**src/rtl/arb_pkg.sv**
```systemverilog
package arb_pkg;

  typedef enum logic [1:0] {
    LOSE_NONE  = 2'd0,
    LOSE_LEFT  = 2'd1,
    LOSE_RIGHT = 2'd2
  } loser_e;

  // The port that moved on the forming clock is the newcomer and loses.
  // When both moved, the right side loses by fixed rule.
  function automatic loser_e pick_loser(input logic left_moved, input logic right_moved);
    if (right_moved)     return LOSE_RIGHT;
    else if (left_moved) return LOSE_LEFT;
    else                 return LOSE_RIGHT;
  endfunction

  function automatic logic busy_blocks(input logic req, input logic blocked);
    return req & ~blocked;
  endfunction

endpackage

```
**src/rtl/req_sampler.sv**
```systemverilog
module req_sampler #(
  parameter int AW = 13
) (
  input  logic          clk,
  input  logic          rst_n,
  input  logic          en,
  input  logic [AW-1:0] addr,
  output logic          en_q,
  output logic [AW-1:0] addr_q,
  output logic          moved
);
  logic          en_qq;
  logic [AW-1:0] addr_qq;

  always_ff @(posedge clk or negedge rst_n) begin
    if (!rst_n) begin
      en_q    <= 1'b0;
      addr_q  <= '0;
      en_qq   <= 1'b0;
      addr_qq <= '0;
    end else begin
      en_q    <= en;
      addr_q  <= addr;
      en_qq   <= en_q;
      addr_qq <= addr_q;
    end
  end

  assign moved = (en_q != en_qq) || (addr_q != addr_qq);
endmodule

```
**src/rtl/loser_track.sv**
```systemverilog
module loser_track
  import arb_pkg::*;
(
  input  logic   clk,
  input  logic   rst_n,
  input  logic   hit,
  input  logic   l_moved,
  input  logic   r_moved,
  output loser_e loser
);
  loser_e loser_nx;

  always_comb begin
    if (!hit)                   loser_nx = LOSE_NONE;
    else if (loser == LOSE_NONE) loser_nx = pick_loser(l_moved, r_moved);
    else                        loser_nx = loser;
  end

  always_ff @(posedge clk or negedge rst_n) begin
    if (!rst_n) loser <= LOSE_NONE;
    else        loser <= loser_nx;
  end
endmodule

```
**src/rtl/dp_collision_arb.sv**
```systemverilog
module dp_collision_arb
  import arb_pkg::*;
#(
  parameter int AW = 13
) (
  input  logic          clk,
  input  logic          rst_n,
  input  logic          master_mode,
  input  logic          l_en,
  input  logic [AW-1:0] l_addr,
  input  logic          l_wr_req,
  input  logic          r_en,
  input  logic [AW-1:0] r_addr,
  input  logic          r_wr_req,
  input  logic          l_busy_in,
  input  logic          r_busy_in,
  output logic          l_busy_n,
  output logic          r_busy_n,
  output logic          l_wr_gated,
  output logic          r_wr_gated
);
  localparam int NP = 2;

  logic [NP-1:0]         en_raw, en_q, moved, wr_req, blk_pin, blk_eff, wr_out;
  logic [NP-1:0][AW-1:0] addr_raw, addr_q;
  logic                  addr_hit, l_moved, r_moved;
  logic                  l_lost, r_lost;
  loser_e                loser;

  assign en_raw   = {r_en, l_en};
  assign addr_raw = {r_addr, l_addr};
  assign wr_req   = {r_wr_req, l_wr_req};
  assign blk_pin  = {~r_busy_in, ~l_busy_in};

  for (genvar p = 0; p < NP; p++) begin : g_port
    req_sampler #(.AW(AW)) u_smp (
      .clk    (clk),
      .rst_n  (rst_n),
      .en     (en_raw[p]),
      .addr   (addr_raw[p]),
      .en_q   (en_q[p]),
      .addr_q (addr_q[p]),
      .moved  (moved[p])
    );
  end

  assign l_moved  = moved[0];
  assign r_moved  = moved[1];
  assign addr_hit = en_q[0] & en_q[1] & (addr_q[0] == addr_q[1]);

  loser_track u_trk (
    .clk     (clk),
    .rst_n   (rst_n),
    .hit     (addr_hit),
    .l_moved (l_moved),
    .r_moved (r_moved),
    .loser   (loser)
  );

  assign l_lost = (loser == LOSE_LEFT);
  assign r_lost = (loser == LOSE_RIGHT);

  assign l_busy_n = ~(master_mode & l_lost);
  assign r_busy_n = ~(master_mode & r_lost);

  for (genvar p = 0; p < NP; p++) begin : g_gate
    assign blk_eff[p] = master_mode ? ((p == 0) ? l_lost : r_lost) : blk_pin[p];
    assign wr_out[p]  = busy_blocks(wr_req[p], blk_eff[p]);
  end

  assign l_wr_gated = wr_out[0];
  assign r_wr_gated = wr_out[1];
endmodule

```
**config.mk**
```make
export PLATFORM = sky130hd
export DESIGN_NAME = dp_collision_arb
export DESIGN_NICKNAME = d
export VERILOG_FILES = /design/src/rtl/arb_pkg.sv /design/src/rtl/req_sampler.sv /design/src/rtl/loser_track.sv /design/src/rtl/dp_collision_arb.sv
export SDC_FILE = /design/constraint.sdc
export NUM_CORES = 1
export LEC_CHECK = 0
export BUFFER_PORTS_ARGS = -buffer_cell sky130_fd_sc_hd__buf_2
export CAP_MARGIN = 15
export CORE_ASPECT_RATIO = 1.75
export CORE_MARGIN = 10
export CORE_UTILIZATION = 29
export DETAILED_ROUTE_END_ITERATION = 8
export PLACE_DENSITY = 0.43
export SYNTH_ARGS = -nofsm -noshare
export SYNTH_HDL_FRONTEND = slang
export SYNTH_SLANG_ARGS = --single-unit
```
**constraint.sdc**
```tcl
create_clock -name clk -period 2.8 [get_ports clk]
set_input_delay 0.56 -clock clk [delete_from_list [all_inputs] [get_ports clk]]
set_output_delay 0.56 -clock clk [all_outputs]
set_load 0.005 [all_outputs]
```
==> flow_summary.json <==
{
  "status": "finished, final reports clean",
  "clkLatencyLatePin_ns": 0.32,
  "crit_type": "flop to output pin",
  "yosysUniqueCellTypes": 16,
  "setup_slack_ns": 1.07,
  "r2r-start": "g_port[1].u_smp.addr_q[3]",
  "die_x_um": 82.2,
  "finalPower_mw": 2.01,
  "syn_avg_cell_area_um2": 16.0,
  "yosysWarnings": 0,
  "reg2reg_depth": 5,
  "path_clk_slew_ns": 0.05,
  "required_ns": 2.24,
  "drive_gt1_share_pct": 31.3,
  "routed_wl_um": 3770,
  "drt-wirelength-per-cell_um": 14.4,
  "cp-start-kind": "flop",
  "synth.largest_area_cell": "dfrtp_1",
  "cts_max_level": 3,
  "synthTopCellsByCount": "58 x dfrtp_1, 24 x xor2_1, 17 x xnor2_1",
  "ys_seq_elements": 58,
  "post_cts_resized": 0,
  "leakage_nw": 1.15,
  "grt_start_max_net_pins": 34,
  "maxCapViolCount": 0,
  "rsz0062_at_grt": "false",
  "timing.final.crit_share_pct": 61.9,
  "die_area_um2": 10600,
  "hold_ws_ns": 0.0894,
  "cts_sinks": 58,
  "via_per_inst": 4.11,
  "final_net_count": 209,
  "drtIter0Drc": 34,
  "stdcell_count": 261,
  "synthCells": 123,
  "synth_most_common_cell": "dfrtp_1",
  "synthArstFlopShare_pct": 100,
  "num_vias": 1073,
  "grt_pass1_vias": 1237,
  "cp_max_fo": 3,
  "ys_seq_area_share_pct": 74.0,
  "slew_headroom_pct": 73.2,
  "cp_slowest_cell": "dfrtp_1",
  "synth_edf_count": 0,
  "core_um2": 6540,
  "grt_pass1_wl_um": 6330,
  "netlist_area_um2": 1960,
  "cts_tree": "done",
  "rr_endpoint": "u_trk.loser[1]",
  "path_cells": "nor2_1, a21oi_1, buf_2",
  "power_density_nw_per_um2": 788,
  "route.detailed.drc": 0,
  "slew_viol_final": 0,
  "worst_path_largest_cell_delay_ns": 0.39,
  "diodes": 0,
  "grtUsageTotal_pct": 8.43,
  "numCtsBuffers": 9,
  "setup_violations": 0,
  "synth.net_count": 158,
  "numPlacedInstances": 245,
  "setup_tns_ns": 0,
  "ioPinCount": 39,
  "firstDrtPassIters": 3,
  "antenna_found_initial": 0,
  "hold_path_class": "input pin to async pin",
  "start_util_pct": 30.0,
  "area.growth.synth_to_final_pct": 30.2,
  "period_needed_ns": 1.73,
  "port_buffers": 38,
  "gp_congestion": 0.712,
  "overflow": 0,
  "hold_buffers": 0,
  "cts_root_buf": "clkbuf_16",
  "vdd_drop_max_mv": 0.369,
  "placed_area_um2": 2270,
  "fin_util_pct": 39.1,
  "post-cts-setup-buffers": 0,
  "finalHoldViolCount": 0,
  "worst_pin_slew_ns": 0.403,
  "arrival_ns": 1.17,
  "max-clock-path-buffers": 2,
  "ant_nets": 0,
  "hpwl_um": 2910,
  "reg2reg_slack_ns": 1.24,
  "place_ws_ns": 1.21,
  "fmax_ghz": 0.577,
  "final_area_um2": 2550,
  "end_kind": "output pin",
  "die_y_um": 129,
  "yosys.area.top_type_share_pct": 74.0,
  "finClkSkew_ns": 0.00307,
  "rows": 39,
  "synthFlopType": "dfrtp_1",
  "yosys-top-cells-area": "dfrtp_1 74%, xor2_1 11%, xnor2_1 7.6%"
}
## cell type report
class                   instances  area [um^2]
fillers                       659         3990
clock buffers                  14          274
inverters                       1         3.75
clock inverters                 2         10.0
multi-input cells              64          507
well taps                      82          103
flip-flops and latches         58         1450
repair buffers                 40          205
## cell families (layout without fill, tap and decap cells)
kind of cell	Yosys count	count (layout)	share of synthesized area, %
AOI/OAI and AO/OA	5	5	1.72
xor gates and xnor gates	41	41	18.3
buffers and inverters	1	57	0.191
DFF	58	58	74.0
and+or+nand+nor	18	18	5.80
## worst max-delay path by stage
stage,from,endpoint,slack (ns),cells after the start
after floorplan,g_port[0].u_smp.addr_q[8],u_trk.loser[1],1.41,4
after global placement,g_port[1].u_smp.addr_q[3],u_trk.loser[1],1.21,5
after detailed placement,master_mode,r_wr_gated,1.21,4
after CTS,u_trk.loser[1],l_wr_gated,1.05,3
after global routing,u_trk.loser[1],l_wr_gated,0.93,3
final,u_trk.loser[1],l_wr_gated,1.07,3
## metal layers
layer | share of wire [%] | routed length, um | track usage [%] | vias to the layer above
met1 | 36 | 1370 | 8.61 | 523
met4 | 3.3 | 123 | 6.94 | 0
li1 | - | - | - | 512
met3 | 6.0 | 226 | 3.35 | 9
met5 | 0 | 0 | 0 | -
met2 | 54 | 2040 | 13.1 | 29
## worst max-delay path, delay by kind of cell (launching register included)
kind            cells  cell delay [ns]
compound gates      1             0.10
flops               1             0.39
simple gates        1             0.24
buf+inv             1             0.13
## power breakdown
group | leakage, nW | switching, mW | internal [mW]
Sequential | 0.680 | 0.0324 | 0.882
Combinational | 0.327 | 0.0460 | 0.0530
Clock | 0.143 | 0.333 | 0.665
## sequential cells by signal, indices dropped and copies added (netlist names)
register              cells
g_port.u_smp.en_q         2
u_trk.loser               2
g_port.u_smp.en_qq        2
g_port.u_smp.addr_q      26
g_port.u_smp.addr_qq     26
## cell usage in the layout (no fill, tap or decap)
cell and count:
nor2_1 1, or4_4 1, nor3_1 2, xnor2_1 17
o21ai_0 1, nor3b_2 1, xor2_1 24, a21oi_1 2
nand4_1 5, dfrtp_1 58, o211a_1 1, clkinv_2 2
clkbuf_8 3, clkbuf_16 9, clkbuf_1 2, inv_1 1
nand2_1 1, a31o_1 1, nor4_1 5, buf_4 2
buf_2 38, nand3_1 2
Note: power is estimated with default switching activity, not from simulation.
